--- src/rtl/fdiv_pkg.sv ---
// Shared widths and types for the two-word floating divide sequencer.
// Assumes a 36-bit word: sign, 8-bit excess-128 characteristic, 27-bit fraction.
package fdiv_pkg;
    localparam int FRAC_W    = 27;
    localparam int CHAR_W    = 8;
    localparam int WORD_W    = 1 + CHAR_W + FRAC_W;
    localparam int QUO_W     = FRAC_W + 1;
    localparam int EXP_W     = CHAR_W + 3;
    localparam int NORM_W    = 2 * FRAC_W;
    localparam int MANT_W    = 2 * FRAC_W + 2;
    localparam int CHAR_BIAS = 128;

    typedef struct packed {
        logic              sgn;
        logic [CHAR_W-1:0] chr;
        logic [FRAC_W-1:0] frac;
    } fword_t;

    typedef enum logic [2:0] {
        ST_IDLE, ST_CHK1, ST_DIV1, ST_CHK2, ST_DIV2, ST_FIN, ST_HALT
    } seq_st_t;
endpackage

--- src/rtl/fdiv_restoring.sv ---
// Sequential restoring divider of a (W+1)+W bit numerator by a W-bit divisor.
// Produces a W+1 bit quotient in W+1 cycles after go; fin pulses for one cycle.
// Assumes num_hi < 2*dvs and that dvs stays stable while running.
module fdiv_restoring #(
    parameter int W = 27
) (
    input  logic         clk,
    input  logic         rst_n,
    input  logic         go,
    input  logic [W:0]   num_hi,
    input  logic [W-1:0] num_lo,
    input  logic [W-1:0] dvs,
    output logic [W:0]   quo,
    output logic [W-1:0] rem,
    output logic         fin
);
    localparam int CNT_W = $clog2(W + 2);

    logic [W:0]     r;
    logic [W:0]     lo_sh;
    logic [W:0]     q;
    logic [CNT_W-1:0] cnt;
    logic           run;
    logic [W+1:0]   trial;
    logic           fits;

    // Next partial remainder candidate: shift in the next numerator bit.
    assign trial = {r, lo_sh[W]};
    assign fits  = trial >= {2'b00, dvs};

    // One quotient bit per cycle; load on go.
    always_ff @(posedge clk) begin
        if (!rst_n) begin
            r <= '0; lo_sh <= '0; q <= '0; cnt <= '0; run <= 1'b0; fin <= 1'b0;
        end else begin
            fin <= 1'b0;
            if (go) begin
                r     <= {1'b0, num_hi[W:1]};
                lo_sh <= {num_hi[0], num_lo};
                q     <= '0;
                cnt   <= CNT_W'(W + 1);
                run   <= 1'b1;
            end else if (run) begin
                r     <= fits ? (W+1)'(trial - {2'b00, dvs}) : trial[W:0];
                lo_sh <= lo_sh << 1;
                q     <= {q[W-1:0], fits};
                cnt   <= cnt - 1'b1;
                if (cnt == CNT_W'(1)) begin
                    run <= 1'b0;
                    fin <= 1'b1;
                end
            end
        end
    end

    assign quo = q;
    assign rem = W'(r);

    // the partial remainder never reaches the divisor while iterating
    p_partial_below_divisor_r1: assert property (@(posedge clk) disable iff (!rst_n)
        run |-> (r < {1'b0, dvs}));
endmodule

--- src/rtl/fdiv_correct.sv ---
// Correction step between the two passes: P = upper part of Q1*D,
// W = R1 - P as sign and magnitude, and the second divide check |W| >= 2C.
// Purely combinational; assumes inputs are held stable by the sequencer.
module fdiv_correct import fdiv_pkg::*; #(
    parameter int FW = FRAC_W
) (
    input  logic [FW:0]   q1,
    input  logic [FW-1:0] r1,
    input  logic [FW-1:0] d,
    input  logic [FW-1:0] c,
    output logic [FW:0]   wmag,
    output logic          wneg,
    output logic          too_big
);
    localparam int PROD_W = 2 * FW + 1;

    logic [FW:0]   p;
    logic [FW+1:0] w;

    // Keep only the high half of the product; the low FW bits are dropped.
    assign p       = (FW+1)'((PROD_W'(q1) * PROD_W'(d)) >> FW);
    assign w       = {2'b00, r1} - {1'b0, p};
    assign wneg    = w[FW+1];
    assign wmag    = wneg ? (FW+1)'(-w) : w[FW:0];
    assign too_big = wmag >= {c, 1'b0};
endmodule

--- src/rtl/fdiv_norm.sv ---
// Forms the mantissa Q1*2^FW +/- Q2, finds its leading one and normalizes
// it to a 2*FW bit fraction with truncation; returns the adjusted exponent.
module fdiv_norm import fdiv_pkg::*; #(
    parameter int FW = FRAC_W,
    parameter int EW = EXP_W
) (
    input  logic [FW:0]          q1,
    input  logic [FW:0]          q2,
    input  logic                 q2neg,
    input  logic signed [EW-1:0] base,
    output logic [2*FW-1:0]      frac,
    output logic signed [EW-1:0] expo,
    output logic                 zero
);
    localparam int MW     = 2 * FW + 2;
    localparam int NW     = 2 * FW;
    localparam int LEAD_W = $clog2(MW);

    logic [MW-1:0]     m;
    logic [MW-1:0]     top_part;
    logic [LEAD_W-1:0] lead;

    assign top_part = {1'b0, q1, FW'(0)};
    assign m        = q2neg ? top_part - MW'(q2) : top_part + MW'(q2);
    assign zero     = (m == '0);

    // Priority search for the most significant set bit.
    always_comb begin
        lead = '0;
        for (int i = 0; i < MW; i++) begin
            if (m[i]) lead = i[LEAD_W-1:0];
        end
    end

    // Align the leading one to the top fraction bit.
    always_comb begin
        if (lead >= LEAD_W'(NW - 1)) frac = NW'(m >> (lead - LEAD_W'(NW - 1)));
        else                         frac = NW'(m << (LEAD_W'(NW - 1) - lead));
    end

    assign expo = base + EW'(lead) - EW'(NW - 1);
endmodule

--- src/rtl/fdiv_dp_seq.sv ---
// Two-word floating divide sequencer. Captures operands on start, runs two
// passes through one fraction divider with a multiply correction in between,
// normalizes Q1 +/- Q2, and applies the zero, divide-check and flag rules.
// Assumes a normalized divisor fraction unless it triggers the divide check.
module fdiv_dp_seq import fdiv_pkg::*; (
    input  logic              clk,
    input  logic              rst_n,
    input  logic              start,
    input  logic              halt_mode,
    input  logic [WORD_W-1:0] dvd_hi,
    input  logic [WORD_W-1:0] dvd_lo,
    input  logic [WORD_W-1:0] dvs_hi,
    input  logic [WORD_W-1:0] dvs_lo,
    output logic              busy,
    output logic              done,
    output logic              halted,
    output logic              div_check,
    output logic              char_ovf,
    output logic              char_unf,
    output logic [WORD_W-1:0] res_hi,
    output logic [WORD_W-1:0] res_lo
);
    seq_st_t           st;
    fword_t            a_q, b_q, c_q;
    logic [FRAC_W-1:0] d_q;
    logic              hm_q;
    logic [QUO_W-1:0]  q1_q, q2_q;
    logic [FRAC_W-1:0] r1_q;

    logic              dv_go, dv_fin;
    logic [QUO_W-1:0]  dv_hi, dv_quo, wmag;
    logic [FRAC_W-1:0] dv_lo, dv_rem;
    logic              wneg, chk2;
    logic [NORM_W-1:0] nfrac;
    logic signed [EXP_W-1:0] nexp, base_exp;
    logic              nzero;
    logic              dvd_zero, chk1, q_sign;
    logic [CHAR_W-1:0] chr_lo;
    logic              unused_dvs_lo;

    assign unused_dvs_lo = ^dvs_lo[WORD_W-1:FRAC_W];

    // Operand tests that pick the outcome before each pass.
    assign dvd_zero = (a_q.frac == '0) && (b_q.frac == '0);
    assign chk1     = {1'b0, a_q.frac} >= {c_q.frac, 1'b0};
    assign q_sign   = a_q.sgn ^ c_q.sgn;
    assign base_exp = EXP_W'(a_q.chr) - EXP_W'(c_q.chr) + EXP_W'(CHAR_BIAS);
    assign chr_lo   = nexp[CHAR_W-1:0] - CHAR_W'(FRAC_W);

    // Divider launch and operand selection for the two passes.
    assign dv_go = ((st == ST_CHK1) && !dvd_zero && !chk1) || ((st == ST_CHK2) && !chk2);
    assign dv_hi = (st == ST_CHK1) ? {1'b0, a_q.frac} : wmag;
    assign dv_lo = (st == ST_CHK1) ? b_q.frac : '0;

    fdiv_restoring #(.W(FRAC_W)) u_div (
        .clk(clk), .rst_n(rst_n), .go(dv_go), .num_hi(dv_hi), .num_lo(dv_lo),
        .dvs(c_q.frac), .quo(dv_quo), .rem(dv_rem), .fin(dv_fin)
    );

    fdiv_correct #(.FW(FRAC_W)) u_corr (
        .q1(q1_q), .r1(r1_q), .d(d_q), .c(c_q.frac),
        .wmag(wmag), .wneg(wneg), .too_big(chk2)
    );

    fdiv_norm #(.FW(FRAC_W), .EW(EXP_W)) u_norm (
        .q1(q1_q), .q2(q2_q), .q2neg(wneg), .base(base_exp),
        .frac(nfrac), .expo(nexp), .zero(nzero)
    );

    // Sequencer: capture, two passes, result formation and done pulse.
    always_ff @(posedge clk) begin
        if (!rst_n) begin
            st <= ST_IDLE; a_q <= '0; b_q <= '0; c_q <= '0; d_q <= '0; hm_q <= 1'b0;
            q1_q <= '0; q2_q <= '0; r1_q <= '0; done <= 1'b0; div_check <= 1'b0;
            char_ovf <= 1'b0; char_unf <= 1'b0; res_hi <= '0; res_lo <= '0;
        end else begin
            done <= 1'b0;
            case (st)
                ST_IDLE: if (start) begin
                    a_q  <= fword_t'(dvd_hi);
                    b_q  <= fword_t'(dvd_lo);
                    c_q  <= fword_t'(dvs_hi);
                    d_q  <= dvs_lo[FRAC_W-1:0];
                    hm_q <= halt_mode;
                    st   <= ST_CHK1;
                end
                ST_CHK1: if (dvd_zero) begin
                    res_hi    <= {q_sign, CHAR_W'(0), FRAC_W'(0)};
                    res_lo    <= {q_sign, CHAR_W'(0), FRAC_W'(0)};
                    div_check <= chk1;
                    char_ovf  <= 1'b0;
                    char_unf  <= 1'b0;
                    done      <= 1'b1;
                    st        <= (chk1 && hm_q) ? ST_HALT : ST_IDLE;
                end else if (chk1) begin
                    res_hi    <= {a_q.sgn, a_q.chr, a_q.frac};
                    res_lo    <= {a_q.sgn, b_q.chr, b_q.frac};
                    div_check <= 1'b1;
                    char_ovf  <= 1'b0;
                    char_unf  <= 1'b0;
                    done      <= 1'b1;
                    st        <= hm_q ? ST_HALT : ST_IDLE;
                end else begin
                    st <= ST_DIV1;
                end
                ST_DIV1: if (dv_fin) begin
                    q1_q <= dv_quo;
                    r1_q <= dv_rem;
                    st   <= ST_CHK2;
                end
                ST_CHK2: if (chk2) begin
                    res_hi    <= {a_q.sgn, CHAR_W'(0), FRAC_W'(0)};
                    res_lo    <= {a_q.sgn, CHAR_W'(0), FRAC_W'(0)};
                    div_check <= 1'b1;
                    char_ovf  <= 1'b0;
                    char_unf  <= 1'b0;
                    done      <= 1'b1;
                    st        <= hm_q ? ST_HALT : ST_IDLE;
                end else begin
                    st <= ST_DIV2;
                end
                ST_DIV2: if (dv_fin) begin
                    q2_q <= dv_quo;
                    st   <= ST_FIN;
                end
                ST_FIN: begin
                    div_check <= 1'b0;
                    done      <= 1'b1;
                    st        <= ST_IDLE;
                    if (nzero) begin
                        res_hi   <= {q_sign, CHAR_W'(0), FRAC_W'(0)};
                        res_lo   <= {q_sign, CHAR_W'(0), FRAC_W'(0)};
                        char_ovf <= 1'b0;
                        char_unf <= 1'b0;
                    end else begin
                        res_hi   <= {q_sign, nexp[CHAR_W-1:0], nfrac[NORM_W-1:FRAC_W]};
                        res_lo   <= {q_sign, chr_lo, nfrac[FRAC_W-1:0]};
                        char_ovf <= nexp > $signed(EXP_W'(255));
                        char_unf <= nexp < $signed(EXP_W'(FRAC_W));
                    end
                end
                ST_HALT: st <= ST_HALT;
                default: st <= ST_IDLE;
            endcase
        end
    end

    assign busy   = (st != ST_IDLE);
    assign halted = (st == ST_HALT);

    // completion is a single-cycle pulse
    p_done_single_r9: assert property (@(posedge clk) disable iff (!rst_n)
        done |=> !done);
    // a halted block stays halted and busy until reset
    p_halt_sticky_r8: assert property (@(posedge clk) disable iff (!rst_n)
        halted |=> (halted && busy));
    // a divide check clears both characteristic flags
    p_check_clears_flags_r7: assert property (@(posedge clk) disable iff (!rst_n)
        (done && div_check) |-> (!char_ovf && !char_unf));
    // both result words always leave with the same sign
    p_same_sign_r3: assert property (@(posedge clk) disable iff (!rst_n)
        done |-> (res_hi[WORD_W-1] == res_lo[WORD_W-1]));
    // a successful nonzero result has its top fraction bit set
    p_norm_lead_r1: assert property (@(posedge clk) disable iff (!rst_n)
        (done && !div_check && (res_hi[FRAC_W-1:0] != '0)) |-> res_hi[FRAC_W-1]);
    // low characteristic trails the high one by the fraction width
    p_char_gap_r2: assert property (@(posedge clk) disable iff (!rst_n)
        (done && !div_check && (res_hi[FRAC_W-1:0] != '0))
        |-> (res_lo[WORD_W-2:FRAC_W] == res_hi[WORD_W-2:FRAC_W] - CHAR_W'(FRAC_W)));
endmodule

--- config.mk ---
export PLATFORM = sky130hd
export DESIGN_NAME = fdiv_dp_seq
export DESIGN_NICKNAME = d
export VERILOG_FILES = /design/src/rtl/fdiv_pkg.sv /design/src/rtl/fdiv_restoring.sv /design/src/rtl/fdiv_correct.sv /design/src/rtl/fdiv_norm.sv /design/src/rtl/fdiv_dp_seq.sv
export SDC_FILE = /design/constraint.sdc
export NUM_CORES = 2
export LEC_CHECK = 0
export BUFFER_PORTS_ARGS = -buffer_cell sky130_fd_sc_hd__buf_2
export CORE_MARGIN = 2
export CORE_UTILIZATION = 40
export CTS_CLUSTER_DIAMETER = 50
export DETAILED_ROUTE_END_ITERATION = 8
export SYNTH_ARGS = -nofsm -noshare
export SYNTH_HDL_FRONTEND = slang
export SYNTH_SLANG_ARGS = --single-unit
--- constraint.sdc ---
create_clock -name clk -period 21.3 [get_ports clk]
set_clock_uncertainty 0.05 [all_clocks]
set_input_delay 4.26 -clock clk [delete_from_list [all_inputs] [get_ports clk]]
set_output_delay 4.26 -clock clk [all_outputs]
set_load 0.02 [all_outputs]
# --- Yosys cells after proc, flatten, opt, wreduce, memory -nomap -nowiden ---
# Cells that the tools add are included.
totals:
  inputBits: 148
  out_inout_bits: 78
  reg_bits: 388
  elab_cells: 192
classes:
  n_mux: 104
  n_mul: 1
  order_cmp: 6
  n_reduce_logical: 23
  add_sub_neg: 13
  n_shift: 2
  eq_ne: 12
  bitwise: 3
op_table:
  columns: ["cell", "count"]
  rows:
  - ["$pmux W36 S3", 2]
  - ["$mux W36", 5]
  - ["$mux W6", 24]
  - ["$mux W28", 5]
  - ["$mux W5", 18]
  - ["$mux W27", 3]
  - ["$mux W35", 2]
  - ["$add A55 B28 Y56", 1]
  - ["$logic_not A56 Y1", 1]
  - ["$mux W56", 1]
  - ["$shl A56 B6 Y54", 1]
  - ["$shr A56 B6 Y54", 1]
  - ["$sub A55 B28 Y56", 1]
  - ["$mul A28 B27 Y55", 1]
  - ["$logic_not A27 Y1", 2]
  - ["$mux W54", 1]
  - ["$mux W3", 12]
  - ["$mux W4", 8]
  - ["$ge A29 B27 Y1", 1]
  - ["$sub A27 B28 Y29", 1]
  - ["$ge A27 B28 Y1", 1]
  - ["$ge A28 B28 Y1", 1]
  - ["$neg A28 Y28", 1]
  - ["$sub A28 B27 Y28", 1]
  - ["34 further kinds", 69]

# --- Depth between registers and ports, before layout ---
depth:
  ltp_word: 63
  mapped_depth: 74
  depth_no_buf: 64

# --- Hierarchy ---
# A second synthesis with hierarchy kept.
hier_totals:
  hier_cells: 7320
  hier_area_um2: 57295.0
modules_own_cells:
  columns: ["mod", "cells_each", "seq_area_each_um2", "area_per_inst_um2", "n_inst"]
  rows:
  - ["fdiv_correct", 3158, 0.0, 26625.5, 1]
  - ["fdiv_dp_seq", 1641, 5925.7, 13138.9, 1]
  - ["fdiv_norm", 1789, 0.0, 11731.3, 1]
  - ["fdiv_restoring", 732, 1821.7, 5799.3, 1]

# --- Worst setup path before layout ---
# OpenSTA, ideal clock, no wires.
synth_path:
  path_type: "register -> register"
  from: "reg q1_q[13]"
  to: "reg res_lo[21]"
  synth_period_minus_slack_ns: 14.881
  t_arrival_ns: 14.740
  setup_ns: 0.091
  path_buffers: 11
  path_slack_ns: 6.419
  stages_incl_launch_ff: 72
  t_required_ns: 21.159
  cell_sequence: "dfxtp_1 clkbuf_1 clkbuf_1 clkbuf_1 nand2_1 fa_1 inv_1 fa_1 inv_1 fa_1 inv_1 fa_1 inv_1 fa_1 inv_1 fa_1 inv_1 fa_1 (+36 left out) a21oi_1 o21ai_0 a21o_1 a21o_1 a21o_1 a21oi_1 o21ai_0 nor4_1 o211ai_1 a211o_1 a21oi_1 a32o_1 or2_2 clkbuf_1 clkbuf_1 buf_1 a21oi_1 a311oi_1"
synth_via:
  elab_chain_cells: 63
  elab_cells_between_ends: 74
  cone_classes: "6 x add/sub; 1 x mul; 2 x order compare; 1 x eq/ne; 2 x shift; 60 x mux; 2 x reduce/logical"
synth_rtl:
  columns: ["element", "line", "rtl"]
  rows:
  - ["from (decl)", "fdiv_dp_seq.sv:27", "logic [QUO_W-1:0] q1_q, q2_q;"]
  - ["from (signal assigned)", "fdiv_dp_seq.sv:107", "q1_q <= dv_quo;"]
  - ["$mul A28 B27 Y55", "fdiv_correct.sv:21", "assign p = (FW+1)'((PROD_W'(q1) * PROD_W'(d)) >> FW);"]
  - ["$sub A27 B28 Y29", "fdiv_correct.sv:22", "assign w = {2'b00, r1} - {1'b0, p};"]
  - ["$mux W56", "fdiv_norm.sv:24", "assign m = q2neg ? top_part - MW'(q2) : top_part + MW'(q2);"]
  - ["$mux W1", "fdiv_norm.sv:31", "if (m[i]) lead = i[LEAD_W-1:0];"]
  - ["$mux W2 (2 in series)", "fdiv_norm.sv:31", null]
  - ["$mux W3 (4 in series)", "fdiv_norm.sv:31", null]
  - ["$mux W4 (8 in series)", "fdiv_norm.sv:31", null]
  - ["$mux W5 (16 in series)", "fdiv_norm.sv:31", null]
  - ["$mux W6 (24 in series)", "fdiv_norm.sv:31", null]
  - ["$sub A6 B6 Y6 (on tied branches)", "fdiv_norm.sv:38, fdiv_norm.sv:37", null]
  - ["$shl A56 B6 Y54 or $shr A56 B6 Y54 (tied branches)", "fdiv_norm.sv:38, fdiv_norm.sv:37", null]
  - ["$mux W54", "fdiv_norm.sv:37", "if (lead >= LEAD_W'(NW - 1)) frac = NW'(m >> (lead - LEAD_W'(NW - 1)));"]
  - ["$mux W35", "fdiv_dp_seq.sv:130", "if (nzero) begin"]
  - ["$pmux W36 S3", "fdiv_dp_seq.sv:78", "case (st)"]
  - ["to (signal assigned)", "fdiv_dp_seq.sv:89", "res_lo <= {q_sign, CHAR_W'(0), FRAC_W'(0)};"]
  - ["to (signal assigned)", "fdiv_dp_seq.sv:132", "res_lo <= {q_sign, CHAR_W'(0), FRAC_W'(0)};"]
  - ["to (signal assigned)", "fdiv_dp_seq.sv:137", "res_lo <= {q_sign, chr_lo, nfrac[FRAC_W-1:0]};"]
  - ["to (decl)", "fdiv_dp_seq.sv:21", "output logic [WORD_W-1:0] res_lo"]
# Several ways; a longest one is shown, not always the timed one.
# A chain may end at the register's enable or synchronous reset.

# --- Final worst setup path ---
layout_path:
  from: "reg q1_q[15]"
  to: "reg res_lo[24]"
# The elaborated chain is that of the path after synthesis.

==> results.yml <==
place:
  place_ws_ns: 3.23
  dp.cells: 8534
  io_buffers: 215
  place.gp.congestion: 1.03
  dpl.hpwl_um: 151000
  dpl_cell_area_mm2: 0.0570
sta:
  relSlewSlack_pct: 3.83
  slew_violations: 0
  rsz0062_at_grt: "false"
  setup_violations: 0
  max_freq_ghz: 0.0547
  fin_crit_ns: 18.29
  final_critical_path_setup_slack_ns: 3.01
  final.setup.tns_ns: 0
  fin_crit_sh_pct: 85.9
  worst_pin_slew_ns: 1.43
  hold_viol: 0
  fin_hold_ws_ns: 0.352
synth:
  ys_ff_latch: 387
  synth_cell_types: 114
  synth_compound_area_share_pct: 14.9
  ys.warnings.count: 0
  synth.most_common_cell: "nand2_1"
  synth.avg_cell_area_um2: 7.93
  syn_inst: 6882
  synth_area_mm2: 0.0546
  synth_common_cells: "nand2_1, inv_1, fa_1, a21oi_1, clkbuf_1"
  yosysTopAreaCellShare_pct: 23.9
  synthFlopType: "dfxtp_1"
  post-synth-top-area-cell: "fa_1"
  synth_area_leaders: "fa_1, dfxtp_1, nand2_1"
  synthAdderAreaFrac_pct: 31.5
  synthArstFlopShare_pct: 0
  synth-seq-area-share_pct: 14.2
  synth_simple_gate_area_share_pct: 19.8
  synth_xor_area_share_pct: 3.22
  synth_nets: 8011
  synth_edf_count: 0
  synth_top_family_by_area: "adder cells"
  synthMuxAreaShare_pct: 7.03
status:
  status: "complete, no violations"
worst_setup_path:
  regToRegSetupSlack_ns: 3.01
  path_max_fanout: 48
  worstSetupStartpointType: "flop"
  crit_path_end_kind: "flop"
  crit_slowest_cell: "ha_1"
  crit_arrival_ns: 18.86
  ff2ff_path_depth: 58
  reg2reg_to: "res_lo[24]"
  required_ns: 21.87
  crit_type: "reg -> reg"
  max_stage_delay_ns: 0.85
  rr_startpoint: "q1_q[15]"
clock_network:
  clockBufferDepth: 3
  clk_pin_slew_ns: 0.06
  cts_sinks: 387
  cts_hold_buf: 0
  cts_buffers: 55
  cts_resized: 0
  clockRootBuffer: "clkbuf_16"
  cts_setup_buffers: 0
  clock_latency_ns: 0.70
  cts_max_level: 2
  cts_tree: "built"
finish:
  synthToLayoutAreaGrowth_pct: 8.19
  fin_util_pct: 43.6
  fin_nets: 7939
  drive_above_1_share_pct: 8.75
  n_fill_cell: 13800
  final_area_mm2: 0.0590
  stdcell_count: 8640
hold_path:
  whs_path_depth: 2
  min_path_type: "reg -> reg"
  hold_end: "q2_q[5]"
  hp-start: "u_div.quo[5]"
detailed_routing:
  vias_per_cell: 5.74
  antenna_left: 0
  remaining_drc_errors: 0
  dr_total_vias: 49600
  detail_route.iter0.violations: 4626
  wl_per_cell_um: 22.5
  first_pass_iters: 8
  routed_wl_um: 195000
power_and_ir_drop:
  ir_worst_vdd_v: 0.0000790
  leakagePower_nw: 27.1
  p_per_area_mw_per_mm2: 42.3
  power_mw: 2.50
global_route:
  grt_usage_pct: 27.6
  grt_overflow: 0
  grt_pass1_vias: 49300
  antenna_found_initial: 12
  grt_max_degree: 102
  grt_pass1_wl_um: 300000
floorplanning:
  dieHeight_um: 373
  fp-row-count: 135
  die_area_mm2: 0.139
  pin_count: 226
  die_w_um: 373
  core-area_mm2: 0.135
  initial_core_util_pct: 40.3
flow_run:
  maxCapViolCount: 0
cell usage in the layout, fill, tap and decap left out, drive strengths merged, types with 72 or more instances in the layout:
cell	n
nor2	385
o21ai	242
fa	652
and2	268
ha	329
buf	337
nor3	110
nand3	109
clkbuf	72
xnor2	114
mux2i	275
dfxtp	387
a21oi	399
inv	863
nand2	1269
power breakdown:
| part | internal [mW] | switching (mW) | total (mW) |
|---|---|---|---|
| Sequential | 0.772 | 0.0650 | 0.837 |
| Clock | 0.593 | 0.394 | 0.987 |
| Combinational | 0.236 | 0.436 | 0.673 |
| Total | 1.60 | 0.895 | 2.50 |
sequential cells by signal, summed over array words and instances, names as in the netlist, 3 cells and up:
register and cells:
res_lo 35, u_div.cnt 5, st 3, c_q 36
res_hi 36, q1_q 28, d_q 27, u_div.quo 28
b_q 35, u_div.r 28, q2_q 28, r1_q 27
u_div.lo_sh 28, a_q 36
critical path, delay by kind of cell (launching register included):
kind / cells / cell delay [ns]
multiplexers: 3 / 1.11
flip-flops: 1 / 0.52
buffers and inverters: 11 / 2.63
XOR/XNOR: 2 / 0.77
adder cells (fa/ha/maj): 10 / 5.02
AND/OR/NAND/NOR: 8 / 1.69
AO/OA/AOI/OAI: 24 / 6.36
cell type report:
cell class / count / area [µm²] / share of cell area (%)
diodes: 3 / 7.51 / 0.0127
clock buffers: 72 / 1500 / 2.54
clock inverters: 31 / 478 / 0.810
inverters: 855 / 3220 / 5.45
multi-input cells: 5174 / 41800 / 70.9
flip-flops and latches: 387 / 7750 / 13.1
well taps: 1781 / 2230 / 3.78
repair buffers: 337 / 1990 / 3.37
worst max-delay path by stage:
stage	slack, ns	cells past startpoint	to	startpoint
3_5_place_dp	3.23	58	res_lo[24]	q1_q[15]
5_1_grt	2.21	59	res_lo[24]	q1_q[15]
6_report	3.01	58	res_lo[24]	q1_q[15]
4_1_cts	3.22	58	res_lo[24]	q1_q[15]
2_1_floorplan	6.42	71	res_lo[21]	q1_q[13]
3_3_place_gp	3.27	59	res_lo[24]	q1_q[15]
logic make-up after synthesis:
group           after synthesis
mux                         350
xor+xnor                    185
flops                       387
compound gates             1250
buf+inv                    1321
fa+ha+maj                   981
simple gates               2408
routing by layer:
layer	vias up	track usage (%)	wire (µm)
met2	2157	43.2	86000
met5	-	0	86
met4	16	9.62	7630
met3	364	5.10	16500
met1	24500	38.0	84500
li1	22500	-	-
Power figures use the tool's default switching activity.
